--- src/rtl/perf_snap_pkg.sv ---
package perf_snap_pkg;

  // Selects which input acts as the snapshot trigger.
  typedef enum logic {
    SRC_PORT   = 1'b0,
    SRC_GLOBAL = 1'b1
  } upd_src_e;

  // Counters narrower than this cannot hold a count in the snapshot cycle.
  localparam int MIN_CNT_W = 2;

endpackage

--- src/rtl/psc_trigger.sv ---
// Turns the port request level and the global strobe into a single snapshot
// pulse. Also detects the falling edge of the request, which clears the flag.
module psc_trigger
  import perf_snap_pkg::*;
(
  input  logic clk,
  input  logic rst_n,
  input  logic mode_i,
  input  logic req_i,
  input  logic glb_i,
  output logic snap_o,
  output logic req_fall_o
);

  upd_src_e src;
  logic     req_q;
  logic     req_rise;

  assign src = upd_src_e'(mode_i);

  always_ff @(posedge clk or negedge rst_n) begin
    if (!rst_n) begin
      req_q <= 1'b0;
    end else begin
      req_q <= req_i;
    end
  end

  assign req_rise   = req_i & ~req_q;
  assign req_fall_o = ~req_i & req_q;

  always_comb begin
    unique case (src)
      SRC_GLOBAL: snap_o = glb_i;
      default:    snap_o = req_rise;
    endcase
  end

endmodule

--- src/rtl/psc_lane.sv ---
// One counter and its holding register.
module psc_lane #(
  parameter int CNT_W    = 16,
  parameter bit SATURATE = 1'b1
) (
  input  logic             clk,
  input  logic             rst_n,
  input  logic             evt_i,
  input  logic             snap_i,
  output logic [CNT_W-1:0] held_o
);

  localparam logic [CNT_W-1:0] CNT_MAX = {CNT_W{1'b1}};
  localparam logic [CNT_W-1:0] CNT_ONE = {{(CNT_W-1){1'b0}}, 1'b1};

  logic [CNT_W-1:0] cnt_q;
  logic [CNT_W-1:0] cnt_inc;
  logic [CNT_W-1:0] held_q;

  generate
    if (SATURATE) begin : g_sat
      assign cnt_inc = (cnt_q == CNT_MAX) ? cnt_q : cnt_q + CNT_ONE;
    end else begin : g_wrap
      assign cnt_inc = cnt_q + CNT_ONE;
    end
  endgenerate

  always_ff @(posedge clk or negedge rst_n) begin
    if (!rst_n) begin
      cnt_q  <= '0;
      held_q <= '0;
    end else if (snap_i) begin
      // An event in the snapshot cycle starts the new interval.
      held_q <= cnt_q;
      cnt_q  <= evt_i ? CNT_ONE : '0;
    end else if (evt_i) begin
      cnt_q  <= cnt_inc;
    end
  end

  assign held_o = held_q;

endmodule

--- src/rtl/psc_status.sv ---
// Done flag: set one edge after the snapshot, cleared by the request falling.
// A set wins over a clear that lands on the same edge.
module psc_status (
  input  logic clk,
  input  logic rst_n,
  input  logic snap_i,
  input  logic clr_i,
  output logic done_o
);

  logic snap_q;
  logic done_q;

  always_ff @(posedge clk or negedge rst_n) begin
    if (!rst_n) begin
      snap_q <= 1'b0;
      done_q <= 1'b0;
    end else begin
      snap_q <= snap_i;
      if (snap_q) begin
        done_q <= 1'b1;
      end else if (clr_i) begin
        done_q <= 1'b0;
      end
    end
  end

  assign done_o = done_q;

endmodule

--- src/rtl/perf_snap_ctrl.sv ---
module perf_snap_ctrl #(
  parameter int NUM_CNT  = 4,
  parameter int CNT_W    = 16,
  parameter bit SATURATE = 1'b1
) (
  input  logic                     clk,
  input  logic                     rst_n,
  input  logic [NUM_CNT-1:0]       evt_i,
  input  logic                     upd_mode_i,
  input  logic                     upd_req_i,
  input  logic                     glb_upd_i,
  output logic [NUM_CNT*CNT_W-1:0] held_o,
  output logic                     done_o
);

  localparam int HELD_W = NUM_CNT * CNT_W;

  logic snap;
  logic req_fall;

  psc_trigger u_trig (
    .clk        (clk),
    .rst_n      (rst_n),
    .mode_i     (upd_mode_i),
    .req_i      (upd_req_i),
    .glb_i      (glb_upd_i),
    .snap_o     (snap),
    .req_fall_o (req_fall)
  );

  logic [HELD_W-1:0] held_flat;

  for (genvar i = 0; i < NUM_CNT; i++) begin : g_lane
    psc_lane #(
      .CNT_W    (CNT_W),
      .SATURATE (SATURATE)
    ) u_lane (
      .clk    (clk),
      .rst_n  (rst_n),
      .evt_i  (evt_i[i]),
      .snap_i (snap),
      .held_o (held_flat[i*CNT_W +: CNT_W])
    );
  end

  assign held_o = held_flat;

  psc_status u_status (
    .clk    (clk),
    .rst_n  (rst_n),
    .snap_i (snap),
    .clr_i  (req_fall),
    .done_o (done_o)
  );

endmodule

--- config.mk ---
export PLATFORM = sky130hd
export DESIGN_NAME = perf_snap_ctrl
export DESIGN_NICKNAME = d
export VERILOG_FILES = /design/src/rtl/perf_snap_pkg.sv /design/src/rtl/psc_trigger.sv /design/src/rtl/psc_lane.sv /design/src/rtl/psc_status.sv /design/src/rtl/perf_snap_ctrl.sv
export SDC_FILE = /design/constraint.sdc
export NUM_CORES = 1
export LEC_CHECK = 0
export ABC_AREA = 1
export BUFFER_PORTS_ARGS = -buffer_cell sky130_fd_sc_hd__buf_2
export CORE_ASPECT_RATIO = 1.25
export CORE_MARGIN = 2
export CORE_UTILIZATION = 42
export DETAILED_ROUTE_END_ITERATION = 10
export PLACE_DENSITY = 0.64
export SYNTH_ARGS = -nofsm -noshare
export SYNTH_HDL_FRONTEND = slang
export SYNTH_HIERARCHICAL = 1
export SYNTH_SLANG_ARGS = --single-unit
--- constraint.sdc ---
create_clock -name clk -period 1.7 [get_ports clk]
set_input_delay 0.255 -clock clk [delete_from_list [all_inputs] [get_ports clk]]
set_output_delay 0.255 -clock clk [all_outputs]
set_load 0.02 [all_outputs]
== Yosys cells after proc, flatten, opt, wreduce, memory -nomap -nowiden ==
Cells that the tools add are included.
Storage, ports and cells
  flip-flop bits (word level): 131
  bits of input ports: 9
  output and inout bits: 65
  logic and storage cells: 55
Operators by class
  $add $sub $neg: 4
  equality and inequality tests: 8
  multiplexer cells: 19
  bitwise gates (word level): 4
  reductions and logical operators: 9
Operators by type and width (count)
  $mux W16: 12
  $add A16 B1 Y16 const B: 4
  $eq A16 B16 Y1 const B: 4
  $reduce_bool A2 Y1: 5
  $ne A2 B1 Y1 const B: 4
  $reduce_and A2 Y1: 4
  $mux W1: 7
  $and A1 B1 Y1: 2
  $not A1 Y1: 2

== Longest topological paths before layout ==
  depth in word-level cells: 5
  depth in mapped cells: 10
  depth with buffers taken out: 9

== Cells and area by module ==
The synthesis kept the hierarchy.
By module, submodules not included
  psc_lane: instances 4, cells an instance 208, area each 1617.8 µm², sequential area each 800.8 µm²
  psc_status: instances 1, cells an instance 6, area each 65.1 µm², sequential area each 50.0 µm²
  psc_trigger: instances 1, cells an instance 7, area each 47.5 µm², sequential area each 25.0 µm²

== Least setup slack after synthesis ==
Ideal clock, no wire load.
  path kind: register to register
  from: register g_lane[0].u_lane.cnt_q[0]
  to: register g_lane[0].u_lane.cnt_q[1]
  setup time: 126 ps
  data arrival time: 1355 ps
  required time: 1574 ps
  path slack: 219 ps
  stages on the path, launching flop included: 10
  path buffers: 1
  period minus slack after synthesis: 1481 ps
  path through: dfrtp_1 > ha_1 > nand2_1 > nor2_4 > nand2_4 > nor2_2 > nand2_2 > nand2_4 > buf_8 > o21ai_0
Between the ends
  longest elaborated chain between the ends: 4
  elaborated cells between the ends (all ways): 7
  classes of those cells: add/sub (1); eq/ne (2); mux (3); reduce/logical (1)
RTL lines
  start, declared: line psc_lane.sv:16  | logic [CNT_W-1:0] cnt_q;
  start signal, assigned: line psc_lane.sv:35  | cnt_q <= evt_i ? CNT_ONE : '0;
  start signal, assigned: line psc_lane.sv:37  | cnt_q <= cnt_inc;
  $add A16 B1 Y16: line psc_lane.sv:22  | assign cnt_inc = (cnt_q == CNT_MAX) ? cnt_q : cnt_q + CNT_ONE;
  $mux W16: line psc_lane.sv:22
  $mux W16: line psc_lane.sv:36  | end else if (evt_i) begin
  $mux W16: line psc_lane.sv:32  | end else if (snap_i) begin
Several ways; a longest one is shown, not always the timed one. The select of a mux whose other input is x is not followed.
A chain may end at the register's enable or synchronous reset.

== Worst setup path after layout ==
  from: register g_lane[1].u_lane.cnt_q[0]
  to: register g_lane[1].u_lane.cnt_q[10]
Between the ends
  longest elaborated chain between the ends: 4
  elaborated cells between the ends (all ways): 7
  classes of those cells: add/sub (1); eq/ne (2); mux (3); reduce/logical (1)
RTL lines (line)
  start, declared: psc_lane.sv:16
  start signal, assigned: psc_lane.sv:35
  start signal, assigned: psc_lane.sv:37
  $add A16 B1 Y16: psc_lane.sv:22
  $mux W16: psc_lane.sv:22
  $mux W16: psc_lane.sv:36
  $mux W16: psc_lane.sv:32
Several ways; a longest one is shown, not always the timed one. The select of a mux whose other input is x is not followed.

==> impl_metrics.env <==
export IMPL_dp_hpwl_um=10300
export IMPL_worstPathArrival_ns=1.91
export IMPL_ys_seq_area_share_pct=49.8
export IMPL_grt_max_degree=36
export IMPL_combPwrFrac_pct=12.7
export IMPL_drt_pass1_iterations=4
export IMPL_numCtsBuffers=17
export IMPL_grt_pass1_wl_um=25500
export IMPL_io_buffers=73
export IMPL_netlist_area_um2=6580
export IMPL_fillers=1516
export IMPL_slew_headroom_pct=75.9
export IMPL_syn_inst=845
export IMPL_fp_dieW_um=116
export IMPL_fin_crit_ns=1.62
export IMPL_clock_latency_ns=0.42
export IMPL_gp_congestion=0.840
export IMPL_grt_util_all_layers_pct=19.3
export IMPL_ant_nets=0
export IMPL_final_util_pct=53.5
export IMPL_vias=5715
export IMPL_fin_skew_ns=0.00795
export IMPL_multi_input_area_um2=3070
export IMPL_finalCritPeriodShare_pct=95.4
export IMPL_critical_path_class="reg -> reg"
export IMPL_setup_viol=0
export IMPL_end_kind="register"
export IMPL_p_sw_uw=2140
export IMPL_fmaxAchievable_mhz=617
export IMPL_ctsHtreeMaxLevel=4
export IMPL_cp_max_fo=6
export IMPL_layout_setup_ws_ns=0.0789
export IMPL_core_area_um2=15400
export IMPL_clockRootBuffer="clkbuf_16"
export IMPL_synthesis_nets=858
export IMPL_grt_pass1_vias=5407
export IMPL_worst_pin_slew_ns=0.361
export IMPL_worstSetupStartpointType="register"
export IMPL_clockPowerShare_pct=44.3
export IMPL_netlist_cell_type_count=23
export IMPL_powerDensity_nw_per_um2=982
export IMPL_grt_overflow_total=0
export IMPL_std_cell_rows=51
export IMPL_wl_per_cell_um=12.8
export IMPL_drive_gt1_share_pct=20.7
export IMPL_status="finished, final reports clean"
export IMPL_dieHeight_um=144
export IMPL_wl_met3_um=469
export IMPL_die_area_um2=16700
export IMPL_crit_required_ns=1.99
export IMPL_finalHoldViolations=0
export IMPL_setup_tns_ns=0
export IMPL_leakage_uw=0.00403
export IMPL_antenna_found_initial=1
export IMPL_place_ws_ns=0.0278
export IMPL_yosys_register_bits=131
export IMPL_hold_path_class="in -> reg"
export IMPL_syn_to_final_growth_pct=25.4
export IMPL_via_per_inst=4.78
export IMPL_clkTransAtPathRegs_ns=0.06
export IMPL_maxCapViolCount=0
export IMPL_drt_met1_wl_um=7080
export IMPL_ir_drop_v=0.000558
export IMPL_clkSinkCount=131
export IMPL_nets=982
export IMPL_routed_wl_um=15300
export IMPL_p_sw_share_pct=26.4
export IMPL_drc=0
export IMPL_cts_tree="yes"
export IMPL_drt_iter0_markers=296
export IMPL_top_layer="met4"
export IMPL_ios=74
export IMPL_clockBufferDepth=2
export IMPL_seq_power_share_pct=43.0
export IMPL_seq_area_um2=3280
export IMPL_start_util_pct=42.6
export IMPL_routed_wl_met2_um=7580
export IMPL_slew_violations=0
export IMPL_whs_ns=0.136
export IMPL_p_int_uw=5970
export IMPL_ys_warn_count=6
export IMPL_syn_area_per_cell_um2=7.79
==> power groups by stage <==
stage / registers [uW] / clock network, uW / logic [uW]
6_report: 3490 / 3590 / 1030
2_1_floorplan: 3650 / 0 / 461
4_1_cts: 3500 / 3680 / 933
3_3_place_gp: 3540 / 0 / 914
3_5_place_dp: 3550 / 0 / 924
5_1_grt: 3520 / 3840 / 1160
==> path summary, 6_finish.rpt <==
check	startpoint	end	slack, ns	depth (start not counted)
worst max-delay path	g_lane[1].u_lane/cnt_q[0]	g_lane[1].u_lane/cnt_q[10]	0.08	6
worst max register to register	g_lane[1].u_lane/cnt_q[0]	g_lane[1].u_lane/cnt_q[10]	0.08	6
min in group asynchronous	rst_n	g_lane[0].u_lane/cnt_q[15]	0.30	2
worst min register to register	u_status/snap_q	u_status/done_o	0.43	2
max in group asynchronous	rst_n	g_lane[2].u_lane/held_o[8]	0.83	3
worst min-delay path	upd_req_i	u_status/done_o	0.14	5
==> synthesized netlist by cell type (all sizes together) <==
cell type	instances	share of area, %
nand2	341	21
dfrtp	131	50
o21ai	92	7.4
nor2	78	5.5
inv	71	4.0
nand3	52	4.0
nand4	20	1.9
buf	16	1.7
xor2	12	1.6
a21oi	8	0.61
xnor2	8	1.1
clkbuf	4	0.23
ha	4	0.76
nand3b	4	0.46
nor3	4	0.30
==> routing by layer <==
metal  vias to the layer above  global-route usage (%)
li1                       2948                       -
met1                      2658                    25.0
met2                        92                    32.3
met3                        17                    4.19
met4                         0                    6.39
met5                         -                       0
==> state kept, by name, summed over array words and instances, names as in the netlist <==
name                  flops
u_status/snap_q           1
u_status/done_o           1
g_lane.u_lane/held_o     64
g_lane.u_lane/cnt_q      64
u_trig/req_q              1
==> through the flow <==
| stage | power (uW) | area, um^2 | instances |
|---|---|---|---|
| detailed placement | 4480 | 7340 | 1138 |
| floorplan | 4110 | 6580 | 845 |
| global route | 8520 | 8250 | 1194 |
| finish | 8110 | 8260 | 1195 |
| global placement | 4460 | 7340 | 1138 |
| CTS | 8110 | 7950 | 1172 |
==> timing repair <==
item                                   in CTS  in global routing
buffers inserted                            0                 18
setup endpoints to repair                   0                 58
endpoints found under the hold margin      32                  0
hold buffers                                2                  0
gates resized for setup                     0                 28
==> kinds of logic (layout without fill, tap and decap cells) <==
| logic type | after synthesis | in the layout | synth area share [%] |
|---|---|---|---|
| other | 0 | 1 | 0 |
| and+or+nand+nor | 499 | 503 | 32.8 |
| buffers and inverters | 91 | 224 | 5.95 |
| xor gates and xnor gates | 20 | 20 | 2.66 |
| adders and majority gates | 4 | 4 | 0.760 |
| DFF | 131 | 131 | 49.8 |
| AOI/OAI and AO/OA | 100 | 100 | 8.06 |
==> layout by cell type, fill, tap and decap left out, types with 4 or more instances in the layout <==
cell	Yosys	routed
buf_12	0	4
o21ai_0	84	81
nand2_2	8	9
xnor2_1	8	8
clkbuf_16	0	17
inv_1	67	67
nor2_4	8	11
a21oi_1	8	8
nor2_1	66	66
nand2_8	0	5
inv_2	4	4
nand2_4	8	10
ha_2	0	4
nand2_1	325	321
buf_4	0	41
o21ai_2	8	8
dfrtp_1	131	131
nor3_1	4	4
clkinv_2	0	4
nand4_1	20	20
xor2_1	12	12
nand3b_1	4	4
nand3_1	52	49
buf_2	4	72
==> cell type report <==
class                   count  share of cell area (%)
clock buffers              23                    5.79
inverters                  71                    3.23
clock inverters             9                    1.26
flip-flops and latches    131                    39.7
repair buffers            121                    9.62
multi-input cells         627                    37.2
diodes                      1                  0.0303
well taps                 212                    3.21
==> critical path, cell delays in order, from the launching register on <==
cell	delay, ns
dfrtp_1	0.39
ha_2	0.20
nand2_1	0.09
nor2_4	0.22
nand4_1	0.19
nand3_1	0.28
o21ai_0	0.12
Note: power is estimated with default switching activity, not from simulation.
